<file path="src/rtl/dcmon_pkg.sv">
package dcmon_pkg;
  typedef enum logic [1:0] {
    POL_NONE = 2'd0,
    POL_POS  = 2'd1,
    POL_NEG  = 2'd2
  } pol_e;
endpackage

</file>
<file path="src/rtl/dcmon_frame_timer.sv">
module dcmon_frame_timer #(
  parameter int PERIOD_CYC = 1000
) (
  input  logic clk,
  input  logic rst,
  input  logic en,
  output logic frame_last
);
  localparam int CW = $clog2(PERIOD_CYC);

  logic [CW-1:0] cnt;

  always_ff @(posedge clk) begin
    if (rst || !en) begin
      cnt <= '0;
    end else if (cnt == CW'(PERIOD_CYC - 1)) begin
      cnt <= '0;
    end else begin
      cnt <= cnt + 1'b1;
    end
  end

  assign frame_last = en && (cnt == CW'(PERIOD_CYC - 1));

  // a measurement window never runs past its configured length
  a_r3_frame_len: assert property (@(posedge clk) disable iff (rst)
    32'(cnt) < PERIOD_CYC);
endmodule

</file>
<file path="src/rtl/dcmon_duty_meter.sv">
module dcmon_duty_meter #(
  parameter int PERIOD_CYC = 1000,
  parameter int CNT_W      = $clog2(PERIOD_CYC + 1),
  parameter int DIFF_W     = CNT_W + 1
) (
  input  logic                     clk,
  input  logic                     rst,
  input  logic                     en,
  input  logic                     frame_last,
  input  logic                     leg_p,
  input  logic                     leg_n,
  output logic signed [DIFF_W-1:0] diff,
  output logic                     diff_vld
);
  logic [CNT_W-1:0] p_cnt, n_cnt;
  logic [CNT_W-1:0] p_tot, n_tot;

  assign p_tot = p_cnt + CNT_W'(leg_p);
  assign n_tot = n_cnt + CNT_W'(leg_n);

  always_ff @(posedge clk) begin
    if (rst || !en) begin
      p_cnt    <= '0;
      n_cnt    <= '0;
      diff     <= '0;
      diff_vld <= 1'b0;
    end else begin
      diff_vld <= frame_last;
      if (frame_last) begin
        diff  <= $signed({1'b0, p_tot}) - $signed({1'b0, n_tot});
        p_cnt <= '0;
        n_cnt <= '0;
      end else begin
        p_cnt <= p_tot;
        n_cnt <= n_tot;
      end
    end
  end

  // high-time counts stay within one period
  a_r3_count_bound: assert property (@(posedge clk) disable iff (rst)
    (32'(p_cnt) <= PERIOD_CYC) && (32'(n_cnt) <= PERIOD_CYC));

  // disabling clears the accumulated counts
  a_r10_meter_clear: assert property (@(posedge clk) disable iff (rst)
    !en |=> (p_cnt == '0 && n_cnt == '0 && !diff_vld));
endmodule

</file>
<file path="src/rtl/dcmon_polarity_class.sv">
module dcmon_polarity_class
  import dcmon_pkg::*;
#(
  parameter int PERIOD_CYC = 1000,
  parameter int THRESH_PCT = 14,
  parameter int DIFF_W     = 11
) (
  input  logic                     clk,
  input  logic                     rst,
  input  logic                     en,
  input  logic signed [DIFF_W-1:0] diff,
  input  logic                     diff_vld,
  output pol_e                     pol,
  output logic                     pol_vld
);
  localparam logic [31:0] LIMIT_X100 = 32'(THRESH_PCT * PERIOD_CYC);

  logic [DIFF_W-1:0] mag;
  logic [31:0]       scaled;
  logic              over;

  assign mag    = diff[DIFF_W-1] ? DIFF_W'(-diff) : DIFF_W'(diff);
  assign scaled = 32'(mag) * 32'd100;
  assign over   = scaled >= LIMIT_X100;

  always_ff @(posedge clk) begin
    if (rst || !en) begin
      pol     <= POL_NONE;
      pol_vld <= 1'b0;
    end else begin
      pol_vld <= diff_vld;
      if (diff_vld) begin
        if (!over)                pol <= POL_NONE;
        else if (diff[DIFF_W-1])  pol <= POL_NEG;
        else                      pol <= POL_POS;
      end
    end
  end

  // a new class is only published after a closed measurement period
  a_r3_class_follows_frame: assert property (@(posedge clk) disable iff (rst)
    pol_vld |-> $past(diff_vld));
endmodule

</file>
<file path="src/rtl/dcmon_persist_timer.sv">
module dcmon_persist_timer
  import dcmon_pkg::*;
#(
  parameter int unsigned HOLD_CYC = 4200
) (
  input  logic clk,
  input  logic rst,
  input  logic en,
  input  pol_e pol,
  input  logic pol_vld,
  output logic trip
);
  localparam int HW = $clog2(HOLD_CYC + 1);

  pol_e          cur_pol;
  logic [HW-1:0] cnt;
  logic          restart;

  assign restart = pol_vld && (pol != cur_pol);

  always_ff @(posedge clk) begin
    if (rst || !en) begin
      cur_pol <= POL_NONE;
      cnt     <= '0;
      trip    <= 1'b0;
    end else begin
      trip <= (cur_pol != POL_NONE) && (cnt == HW'(HOLD_CYC)) && !restart;
      if (restart) begin
        cur_pol <= pol;
        cnt     <= '0;
      end else if (cur_pol != POL_NONE && cnt != HW'(HOLD_CYC)) begin
        cnt <= cnt + 1'b1;
      end
    end
  end

  // a trip only follows a completed qualifying interval
  a_r5_trip_after_hold: assert property (@(posedge clk) disable iff (rst)
    trip |-> ($past(cnt) == HW'(HOLD_CYC)));

  // a trip needs a held, signed imbalance
  a_r6_trip_has_sign: assert property (@(posedge clk) disable iff (rst)
    trip |-> ($past(cur_pol) != POL_NONE));

  // disabled timers are held clear
  a_r10_timer_clear: assert property (@(posedge clk) disable iff (rst)
    !en |=> (cnt == '0 && !trip && cur_pol == POL_NONE));
endmodule

</file>
<file path="src/rtl/dc_offset_monitor.sv">
module dc_offset_monitor
  import dcmon_pkg::*;
#(
  parameter int NUM_CH      = 2,
  parameter int PERIOD_CYC  = 1000,
  parameter int THRESH_PCT  = 14,
  parameter int CLK_FREQ_HZ = 250_000_000,
  parameter int HOLD_MS     = 420
) (
  input  logic              clk,
  input  logic              rst,
  input  logic              mon_en,
  input  logic [NUM_CH-1:0] leg_pos,
  input  logic [NUM_CH-1:0] leg_neg,
  output logic              dc_fault
);
  localparam int unsigned HOLD_CYC = (CLK_FREQ_HZ / 1000) * HOLD_MS;
  localparam int CNT_W  = $clog2(PERIOD_CYC + 1);
  localparam int DIFF_W = CNT_W + 1;

  logic              frame_last;
  logic [NUM_CH-1:0] trip_vec;

  dcmon_frame_timer #(.PERIOD_CYC(PERIOD_CYC)) u_frame (
    .clk(clk), .rst(rst), .en(mon_en), .frame_last(frame_last)
  );

  for (genvar ch = 0; ch < NUM_CH; ch++) begin : g_ch
    logic signed [DIFF_W-1:0] diff;
    logic                     diff_vld;
    pol_e                     pol;
    logic                     pol_vld;

    dcmon_duty_meter #(
      .PERIOD_CYC(PERIOD_CYC), .CNT_W(CNT_W), .DIFF_W(DIFF_W)
    ) u_meter (
      .clk(clk), .rst(rst), .en(mon_en), .frame_last(frame_last),
      .leg_p(leg_pos[ch]), .leg_n(leg_neg[ch]),
      .diff(diff), .diff_vld(diff_vld)
    );

    dcmon_polarity_class #(
      .PERIOD_CYC(PERIOD_CYC), .THRESH_PCT(THRESH_PCT), .DIFF_W(DIFF_W)
    ) u_class (
      .clk(clk), .rst(rst), .en(mon_en), .diff(diff), .diff_vld(diff_vld),
      .pol(pol), .pol_vld(pol_vld)
    );

    dcmon_persist_timer #(.HOLD_CYC(HOLD_CYC)) u_timer (
      .clk(clk), .rst(rst), .en(mon_en), .pol(pol), .pol_vld(pol_vld),
      .trip(trip_vec[ch])
    );
  end

  always_ff @(posedge clk) begin
    if (rst)            dc_fault <= 1'b0;
    else if (|trip_vec) dc_fault <= 1'b1;
  end

  // reset clears the flag
  a_r1_reset_clear: assert property (@(posedge clk)
    rst |=> !dc_fault);

  // the flag is sticky until reset
  a_r9_sticky: assert property (@(posedge clk) disable iff (rst)
    dc_fault |=> dc_fault);

  // the flag only rises after some channel tripped
  a_r2_rise_from_trip: assert property (@(posedge clk) disable iff (rst)
    $rose(dc_fault) |-> $past(|trip_vec));
endmodule

</file>
<file path="config.mk">
export PLATFORM = sky130hd
export DESIGN_NAME = dc_offset_monitor
export DESIGN_NICKNAME = d
export VERILOG_FILES = /design/src/rtl/dcmon_pkg.sv /design/src/rtl/dcmon_frame_timer.sv /design/src/rtl/dcmon_duty_meter.sv /design/src/rtl/dcmon_polarity_class.sv /design/src/rtl/dcmon_persist_timer.sv /design/src/rtl/dc_offset_monitor.sv
export SDC_FILE = /design/constraint.sdc
export NUM_CORES = 1
export LEC_CHECK = 0
export BUFFER_PORTS_ARGS = -buffer_cell sky130_fd_sc_hd__clkbuf_2
export CELL_PAD_IN_SITES_DETAIL_PLACEMENT = 2
export CELL_PAD_IN_SITES_GLOBAL_PLACEMENT = 2
export CORE_MARGIN = 2
export CORE_UTILIZATION = 44
export CTS_CLUSTER_SIZE = 10
export DETAILED_ROUTE_END_ITERATION = 16
export HOLD_SLACK_MARGIN = 0.02
export PLACE_DENSITY = 0.93
export SLEW_MARGIN = 20
export SYNTH_ARGS = -nofsm -noshare
export SYNTH_HDL_FRONTEND = slang
export SYNTH_HIERARCHICAL = 1
export SYNTH_SLANG_ARGS = --single-unit
</file>
<file path="constraint.sdc">
create_clock -name clk -period 12.4 [get_ports clk]
set_input_delay 1.86 -clock clk [delete_from_list [all_inputs] [get_ports clk]]
set_output_delay 1.86 -clock clk [all_outputs]
set_load 0.01 [all_outputs]
</file>
==> results of run 1 <==
[logic make-up after synthesis]
group / count (synthesis) / synth area share, %
AND/OR/NAND/NOR: 411 / 23.14
AO/OA/AOI/OAI: 231 / 16.28
flip-flops: 141 / 28.30
adder cells (fa/ha/maj): 123 / 16.17
buffers and inverters: 109 / 4.942
XOR/XNOR: 108 / 9.559
multiplexers: 16 / 1.606
[placed cells by master (no fill, tap or decap), drive strengths merged, types with 7 or more instances in the layout]
master,instances
nor2,87
xnor2,74
nand2,74
and3,13
nand2b,7
nor2b,9
xor2,34
or4,29
nand4,20
a211oi,13
a21oi,47
nand3b,15
mux2i,16
clkbuf,26
or2,10
a2111oi,7
fa,12
nand3,53
dfxtp,141
o31ai,28
nor3,19
maj3,8
inv,82
nor3b,9
or3,17
nor4,10
a21o,13
ha,103
o21ai,63
and2,16
[Yosys cell counts, types with 25 or more instances]
library cell  instances
or4_1                25
nand2_1              73
nor2_1               87
xor2_1               33
inv_1                79
o31ai_1              28
nand3_1              48
ha_1                103
dfxtp_1             141
a21oi_1              47
xnor2_1              74
o21ai_0              46
[registers in the layout, indices dropped and copies added, names as in the netlist]
signal / flops
g_ch.u_timer/cnt: 54
g_ch.u_meter/p_cnt: 20
g_ch.u_meter/diff: 22
g_ch.u_meter/n_cnt: 20
g_ch.u_class/pol: 4
u_frame/cnt: 10
g_ch.u_timer/cur_pol: 4
dc_fault: 1
g_ch.u_timer/trip: 2
g_ch.u_class/pol_vld: 2
g_ch.u_meter/diff_vld: 2
[layer usage]
metal  vias up  global-route usage [%]  part of all wire (%)  routed length (µm)
met2       135                   53.91                    53               17600
met5         -                       0                     0                   0
met1      4481                   31.49                    41               13730
met4         0                   13.98                   4.0                1322
li1       4126                       -                     -                   -
met3        85                   4.371                   2.0                 682
[report_power, final]
part | leakage, nW | total, mW | switching [mW] | internal, mW
Sequential | 1.14 | 0.455 | 0.000795 | 0.454
Combinational | 3.10 | 0.0477 | 0.0299 | 0.0178
Clock | 0.297 | 0.561 | 0.218 | 0.343
[per-stage QoR]
stage	instance area [µm²]	setup slack [ns]	total power [mW]	utilization, %
6_report	10840	7.245	1.064	48.31
4_1_cts	10830	7.293	1.075	48.28
3_3_place_gp	10200	7.807	0.5051	45.48
5_1_grt	10840	6.953	1.096	48.31
2_1_floorplan	9975	8.070	0.4967	-
3_5_place_dp	10200	7.393	0.5090	45.48
[layout make-up]
| type | count | area (µm²) |
|---|---|---|
| sequential | 141 | 2823 |
| tap | 285 | 356.6 |
| clock buffer | 19 | 442.9 |
| fill | 2443 | 11600 |
| inverter | 79 | 296.5 |
| timing repair buffer | 10 | 57.56 |
| clock inverter | 12 | 186.4 |
| multi-input combinational | 889 | 6675 |
[worst register-to-register path: cells and delay by family, from the launching register on]
kind                       cells  cell delay (ns)
AOI/OAI and AO/OA              6             1.55
buffers and inverters          3             0.26
and+or+nand+nor                3             1.01
adders and majority gates      4             1.54
xor gates and xnor gates       1             0.28
DFF                            1             0.37
[how the worst min path moves through the flow]
stage / cells past startpoint / from / to / slack (ns)
finish: 2 / g_ch[0].u_timer/trip$_SDFF_PP0_ / dc_fault$_SDFFE_PP0P_ / 0.45
floorplan: 2 / g_ch[0].u_timer/trip$_SDFF_PP0_ / dc_fault$_SDFFE_PP0P_ / 0.42
detailed placement: 2 / g_ch[0].u_timer/trip$_SDFF_PP0_ / dc_fault$_SDFFE_PP0P_ / 0.44
CTS: 2 / g_ch[0].u_timer/trip$_SDFF_PP0_ / dc_fault$_SDFFE_PP0P_ / 0.46
global placement: 2 / g_ch[0].u_timer/trip$_SDFF_PP0_ / dc_fault$_SDFFE_PP0P_ / 0.42
global route: 2 / g_ch[0].u_timer/trip$_SDFF_PP0_ / dc_fault$_SDFFE_PP0P_ / 0.48
==> impl_metrics.csv, run 1 <==
group,metric,value,unit
run_status,status,"completed",
clock_network,cts_buffers,17,
logic_synthesis,ys.flop_type,"dfxtp_1",
sta,finalSetupViolCount,0,
clock_network,htree_levels,4,
drt,drc,0,
placement,dp_cells,1404,
logic_synthesis,yosysWarnings,6,
final_layout,drive_gt1_share,8.261,%
pwr,peakVddDrop,0.07664,mV
setup_path,startpoint_type,"flop",
pwr,p_per_area,98.17,nW/µm²
run,max-cap-violations,0,
logic_synthesis,ys_seq_area_share,28.30,%
logic_synthesis,syn_area,9975,µm²
sta,finalMaxSlewViolations,0,
global_routing,first_global_vias,10050,
drt,vias_per_cell,6.151,
sta,hold_viol_final,0,
sta,max_slew.worst_pin.slew,1.031,ns
logic_synthesis,synth_top_cell_by_area,"dfxtp_1",
global_routing,grt_max_degree,24,
die,die_h,154.6,µm
drt,vias,8827,
sta,fin_worst_skew,0.01455,ns
die,dieArea,23890,µm²
setup_path,cp_max_fo,7,
die,io_pins,8,
sta,fmaxAchievable,194.0,MHz
logic_synthesis,synth-edff-count,0,
die,start_util,44.46,%
clock_network,insertion_delay,0.45,ns
clock_network,cts_sinks,141,
drt,drt_iter0_drc,366,
sta,rsz0062_at_grt,"false",
setup_path,path_cells,"nor4_1 > nand2_1 > o21ai_0 > xor2_1 > inv_1 > ha_1 > ha_1 > inv_1 > fa_1 > inv_1 > ha_1 > a21o_1 > o211a_1 > or3_1 > a41o_1 > a2111oi_2 > o31ai_1",
final_layout,antenna_cells,0,
sta,timing.setup.tns,0,ns
logic_synthesis,ys_types,91,
clock_network,cts_resized,0,
logic_synthesis,synth_area_leaders,"dfxtp_1 (28%), ha_1 (13%), xnor2_1 (6.5%), nor2_1 (3.3%), inv_1 (3.0%)",
setup_path,crit_type,"reg -> reg",
die,die_x,154.6,µm
setup_path,worstSetupEndpointType,"flop",
logic_synthesis,syn_inst,1139,
final_layout,area_delta_synth_final,8.655,%
global_routing,overflow,0,
final_layout,final_cell_count_no_fill,1435,
clock_network,postCtsHoldBufs,0,
final_layout,nNetsFinal,1260,
drt,dr.pass1.iters,5,
clock_network,cts_tree,"built",
placement,hpwl,22450,µm
setup_path,rr_worst_depth,17,
clock_network,cts_setup_buffers,0,
setup_path,cp-startpoint,"g_ch[0].u_meter/diff[5]$_SDFFE_PP0P_",
drt,drt-total-wl,33330,µm
sta,fin_crit_sh,41.57,%
setup_path,worstReg2RegEnd,"g_ch[0].u_class/pol[0]$_SDFFE_PP0P_",
setup_path,worst-path-stages,17,
logic_synthesis,ys_ff_latch,141,
global_routing,grt_pass1_wl,54570,µm
logic_synthesis,synthesis.nets,1261,
setup_path,critPathArrivalTime,5.45,ns
placement,portBuffers,7,
pwr,p_leak,4.529,nW
clock_network,clk_pin_slew,0.06,ns
setup_path,r2r_setup_slack,7.24,ns
sta,holdWs,0.4472,ns
setup_path,critical-path-top-delay-family,"compound AO/OA/AOI/OAI gates",
setup_path,reg2reg_from,"g_ch[0].u_meter/diff[5]$_SDFFE_PP0P_",
logic_synthesis,synthArstFlopShare,0,%
setup_path,crit_path_top_delay_cell,"fa_1",
setup_path,path_buf_inv,3,
die,num_rows,55,
logic_synthesis,synthDominantCellAreaShare,28.30,%
global_routing,antenna_found_initial,0,
die,core_area,22430,µm²
min_path,hold_class,"reg -> reg",
clock_network,clk_path_buf_depth,2,
placement,gp_congestion,0.8246,
global_routing,grt_usage,28.73,%
logic_synthesis,syn_avg_cell_area,8.757,µm²
sta,period_minus_slack,5.155,ns
clock_network,cts_root_buf,"clkbuf_16",
setup_path,worstSetupEndpoint,"g_ch[0].u_class/pol[0]$_SDFFE_PP0P_",
setup_path,slowest_delay,0.56,ns
setup_path,required,12.69,ns
sta,slew_headroom,30.75,%
drt,ant_nets,0,
drt,routedWlPerCell,23.23,µm
(Power assumes the default switching activity.)
==> inputs of run 2 (changes only) <==
CORE_UTILIZATION = 37   (was 44)
PLACE_DENSITY = 0.84   (was 0.93)
clock period = 4.6 ns   (was 12.4 ns; I/O delays follow)
==> run 2 against run 1 <==
Effect of this change: first-iteration DRC count decreased by 15%; worst hold slack improved by 0.023 ns; highest routed layer unchanged; core utilization decreased by 6.7 points; die area increased by 18%; non-clock buffer count increased by 19; sequential share of layout area decreased by 0.59 points; wire length decreased by 11%; sequential cell count unchanged; clock-buffer cell count unchanged; critical endpoint is now g_ch[1].u_class/pol[0]$_SDFFE_PP0P_; final cell count increased by 5.3%; critical path type unchanged; critical path depth unchanged.
==> impl_metrics.csv, run 2 (same netlist as run 1, synthesis figures left out) <==
group,metric,value,unit
run_status,status,"completed",
setup_path,startpoint_type,"flop",
drt,ant_nets,0,
clock_network,cts_root_buf,"clkbuf_16",
clock_network,clk_pin_slew,0.07,ns
final_layout,largest_reg_flops,54,
drt,dr.pass1.iters,4,
setup_path,worstSetupEndpointType,"flop",
final_layout,area_delta_synth_final,11.40,%
setup_path,required,4.91,ns
die,die_x,168.2,µm
die,num_rows,60,
global_routing,overflow,0,
die,dieArea,28290,µm²
final_layout,multi_input_area,6799,µm²
placement,portBuffers,7,
pwr,p_leak,4.634,nW
sta,fin_crit_sh,98.39,%
sta,slew_headroom,27.09,%
min_path,hold_class,"reg -> reg",
global_routing,grt_usage,20.23,%
die,start_util,37.32,%
placement,hpwl,19980,µm
setup_path,cp_max_fo,7,
drt,drc,0,
placement,gp_congestion,0.7527,
sta,period_minus_slack,4.526,ns
clock_network,htree_levels,4,
final_layout,top_regs,"g_ch.u_timer/cnt x54, g_ch.u_meter/diff x22",
global_routing,antenna_found_initial,0,
clock_network,cts_buffers,17,
global_routing,grt_max_degree,24,
final_layout,design_area,11110,µm²
sta,timing.setup.tns,0,ns
drt,vias,8652,
clock_network,insertion_delay,0.45,ns
sta,finalMaxSlewViolations,0,
sta,hold_viol_final,0,
global_routing,first_global_vias,9476,
placement,placedInstanceArea,10360,µm²
final_layout,final_cell_mix,"dfxtp_1 (138), ha_1 (101), nor2_1 (87)",
die,io_pins,8,
drt,vias_per_cell,5.726,
drt,drt_iter0_drc,310,
sta,max_slew.worst_pin.slew,1.082,ns
die,core_area,26730,µm²
clock_network,cts_sinks,141,
pwr,p_per_area,245.4,nW/µm²
sta,finalSetupViolCount,0,
final_layout,drive_gt1_share,11.28,%
final_layout,final_common_cell,"dfxtp_1",
drt,drt-total-wl,29590,µm
clock_network,clk_path_buf_depth,2,
setup_path,crit_type,"reg -> reg",
final_layout,nFillCells,2917,
drt,routedWlPerCell,19.58,µm
clock_network,cts_tree,"built",
sta,fmaxAchievable,221.0,MHz
die,die_h,168.2,µm
setup_path,critPathArrivalTime,4.84,ns
run,max-cap-violations,0,
final_layout,regMostFlops,"g_ch.u_timer/cnt",
global_routing,grt_pass1_wl,46970,µm
sta,fin_worst_skew,0.01588,ns
final_layout,nNetsFinal,1279,
pwr,peakVddDrop,0.1469,mV
final_layout,antenna_cells,0,
final_layout,seqCellArea,2829,µm²
## run 2: changes by cell type in the layout (fill, tap and decap cells not counted), sizes merged
cell / delta
buf: +19
bufinv: -3
clkinv: +3
clkinvlp: +2
inv: -1
## run 2: area by class of cell
cell class / count / area share, %
sequential: 141 / 25.46
timing repair buffer: 29 / 1.802
tap: 341 / 3.840
multi-input combinational: 889 / 61.19
inverter: 79 / 2.669
clock buffer: 19 / 3.986
clock inverter: 13 / 1.058
## run 2: layer usage
metal	global-route usage (%)	routed length [µm]
met3	2.539	445
met4	6.522	672
met1	22.97	12730
met2	39.04	15740
met5	0	0
## run 2: through the flow
stage	cells	worst slack, ns	hold WS, ns	util, %	total power, mW
6_report	1511	0.07410	0.4700	41.58	2.727
5_1_grt	1511	-0.1582	0.5172	41.58	2.821
3_5_place_dp	1472	-0.1542	0.4579	38.77	1.369
2_1_floorplan	1139	0.2808	0.4154	-	1.339
4_1_cts	1504	0.002908	0.4809	41.00	2.754
3_3_place_gp	1472	0.1580	0.4214	38.77	1.363
## run 2: path summary, 6_finish.rpt
check                                                     startpoint                                   to  slack, ns  depth (start not counted)
worst max register to register  g_ch[1].u_meter/diff[2]$_SDFFE_PP0P_  g_ch[1].u_class/pol[0]$_SDFFE_PP0P_       0.07                         17
worst max-delay path            g_ch[1].u_meter/diff[2]$_SDFFE_PP0P_  g_ch[1].u_class/pol[0]$_SDFFE_PP0P_       0.07                         17
worst min register to register       g_ch[0].u_timer/trip$_SDFF_PP0_                dc_fault$_SDFFE_PP0P_       0.47                          2
worst min-delay path                 g_ch[0].u_timer/trip$_SDFF_PP0_                dc_fault$_SDFFE_PP0P_       0.47                          2
## run 2: power breakdown
part	total [mW]	leakage, nW	switching [mW]	internal (mW)
Combinational	0.126	3.23	0.0782	0.0481
Sequential	1.23	1.14	0.00219	1.22
Clock	1.38	0.262	0.616	0.759
Total	2.73	4.63	0.697	2.03
## run 2: repair_timing
item                                    CTS  global route
buffers inserted                          0             7
resized for setup                         6            17
hold buffers                              0             0
pin swaps                                 0             6
endpoints found under the setup margin    4             4
gates cloned                              0             0
## run 2: worst max-delay path, stage by stage (launching register included)
cell and delay, ns:
dfxtp_1 0.35, nor4_4 0.33, nand2_1 0.15, o21ai_2 0.17
xor2_1 0.22, inv_1 0.11, ha_1 0.32, ha_1 0.30
inv_1 0.06, fa_1 0.51, inv_1 0.07, ha_4 0.26
a21o_1 0.22, o211a_1 0.27, or3_1 0.31, a41o_1 0.28
a2111oi_4 0.34, o31ai_1 0.11
==> inputs of run 3 (changes only) <==
HOLD_SLACK_MARGIN = not set   (was 0.02)
PLACE_DENSITY = not set   (was 0.84)
PLACE_DENSITY_LB_ADDON = 0.08   (was not set)
==> run 3 against run 2 <==
Effect of this change: clock-buffer cell count up 1; core utilization rose by 0.080 points; clock power grew 3%; die area is the same; sequential power barely moved.
==> impl_metrics.csv, run 3 (same netlist as run 1, synthesis figures left out) <==
group,metric,value,unit
drt,vias_per_cell,5.515,
die,die_x,168.2,µm
sta,period_minus_slack,4.367,ns
clock_network,htree_levels,4,
clock_network,clk_pin_slew,0.06,ns
drt,ant_nets,0,
die,start_util,37.32,%
clock_network,insertion_delay,0.43,ns
global_routing,grt_max_degree,24,
setup_path,critical-path-top-delay-family,"compound AO/OA/AOI/OAI gates",
setup_path,cpMostUsedCell,"ha_1",
clock_network,cts_sinks,141,
setup_path,cp_max_fo,7,
setup_path,crit_type,"reg -> reg",
sta,timing.setup.tns,0,ns
die,io_pins,8,
drt,vias,8328,
final_layout,final_common_cell,"dfxtp_1",
pwr,p_per_area,248.3,nW/µm²
min_path,hold_class,"reg -> reg",
pwr,p_leak,4.639,nW
setup_path,crit_path_top_delay_cell,"fa_1",
global_routing,grt_usage,18.41,%
sta,max_slew.worst_pin.slew,1.028,ns
setup_path,path_cells,"nor2_1 > a21boi_0 > xor2_1 > ha_1 > ha_1 > inv_1 > fa_1 > inv_1 > ha_1 > a21o_4 > o211a_1 > or3_1 > a41o_1 > a2111oi_4 > o21ai_1",
sta,fmaxAchievable,229.0,MHz
global_routing,grt_pass1_wl,43160,µm
drt,drc,0,
sta,fin_crit_sh,94.94,%
setup_path,reg2reg_from,"g_ch[0].u_meter/diff[0]$_SDFFE_PP0P_",
final_layout,final_cell_count_no_fill,1510,
run,max-cap-violations,0,
global_routing,first_global_vias,8811,
clock_network,cts_tree,"built",
sta,finalSetupViolCount,0,
drt,drt-total-wl,25140,µm
final_layout,largest_reg_flops,54,
drt,drt_iter0_drc,233,
final_layout,nNetsFinal,1278,
final_layout,top_regs,"g_ch.u_timer/cnt x54, g_ch.u_meter/diff x22",
clock_network,cts_buffers,17,
final_layout,area_delta_synth_final,11.62,%
sta,finalMaxSlewViolations,0,
die,num_rows,60,
final_layout,antenna_cells,0,
die,dieArea,28290,µm²
sta,holdWs,0.4532,ns
pwr,p_total,2.765,mW
placement,portBuffers,7,
global_routing,overflow,0,
final_layout,post-route-util,41.66,%
pwr,peakVddDrop,0.1907,mV
final_layout,drive_gt1_share,10.61,%
drt,dr.pass1.iters,4,
clock_network,clk_path_buf_depth,2,
drt,routedWlPerCell,16.65,µm
placement,gp_congestion,0.7361,
sta,hold_viol_final,0,
die,die_h,168.2,µm
placement,hpwl,18980,µm
clock_network,postCtsHoldBufs,0,
setup_path,cp-startpoint,"g_ch[0].u_meter/diff[0]$_SDFFE_PP0P_",
run_status,status,"completed",
setup_path,path_buf_inv,2,
placement,dp_cells,1477,
final_layout,regMostFlops,"g_ch.u_timer/cnt",
sta,slew_headroom,30.97,%
final_layout,nFillCells,2995,
setup_path,required,4.90,ns
setup_path,worstSetupEndpointType,"flop",
global_routing,antenna_found_initial,0,
clock_network,cts_root_buf,"clkbuf_16",
final_layout,final_cell_mix,"dfxtp_1 (141), ha_1 (101), nor2_1 (87)",
setup_path,startpoint_type,"flop",
die,core_area,26730,µm²
setup_path,critPathArrivalTime,4.67,ns
setup_path,slowest_delay,0.52,ns
sta,fin_worst_skew,0.01228,ns
min_path,min_from,"g_ch[1].u_timer/trip$_SDFF_PP0_",
run 3: changes by cell type in the layout (fill, tap and decap cells not counted), sizes merged:
cell / delta
inv: -1
bufinv: +2
clkinvlp: -2
buf: -1
clkbuf: +1
run 3: path summary, 6_finish.rpt:
| path | end | slack (ns) | cells past startpoint |
|---|---|---|---|
| max | g_ch[0].u_class/pol[1]$_SDFFE_PP0P_ | 0.23 | 15 |
| min | dc_fault$_SDFFE_PP0P_ | 0.45 | 2 |
| max reg2reg | g_ch[0].u_class/pol[1]$_SDFFE_PP0P_ | 0.23 | 15 |
| min reg2reg | dc_fault$_SDFFE_PP0P_ | 0.45 | 2 |
run 3: metal layers:
metal,wire length (µm),vias up,track usage (%)
met3,286,16,2.750
met5,0,-,0
met4,217,0,4.235
met2,12950,27,34.17
li1,-,4167,-
met1,11690,4118,22.37
run 3: worst min-delay path, stage by stage (launching register included):
cell	delay, ns
dfxtp_1	0.31
nor3_1	0.04
nor2_1	0.07
run 3: final cells by class:
cell class,count,area [µm²],share of cell area [%]
clock buffers,20,436.7,3.922
clock inverters,12,165.2,1.483
inverters,79,296.5,2.664
multi-input cells,889,6793,61.01
flip-flops and latches,141,2823,25.35
well taps,341,426.7,3.832
repair buffers,28,192.7,1.731
run 3: per-stage QoR:
| stage | setup slack, ns | area (µm²) |
|---|---|---|
| final | 0.2328 | 11130 |
| after CTS | 0.02414 | 11020 |
| after global placement | 0.1365 | 10400 |
| after global routing | -0.02645 | 11130 |
| after detailed placement | -0.04650 | 10400 |
| after floorplan | 0.2808 | 9975 |
run 3: repair_timing:
item,4_1_cts,5_1_grt
setup buffers,0,1
endpoints found under the hold margin,0,0
setup endpoints to repair,4,4
pin swaps,0,4
gates resized for setup,4,14
run 3: report_power, final:
part	switching, mW	total (mW)	internal, mW
Clock	0.565	1.42	0.859
Sequential	0.00194	1.23	1.22
Combinational	0.0671	0.115	0.0476
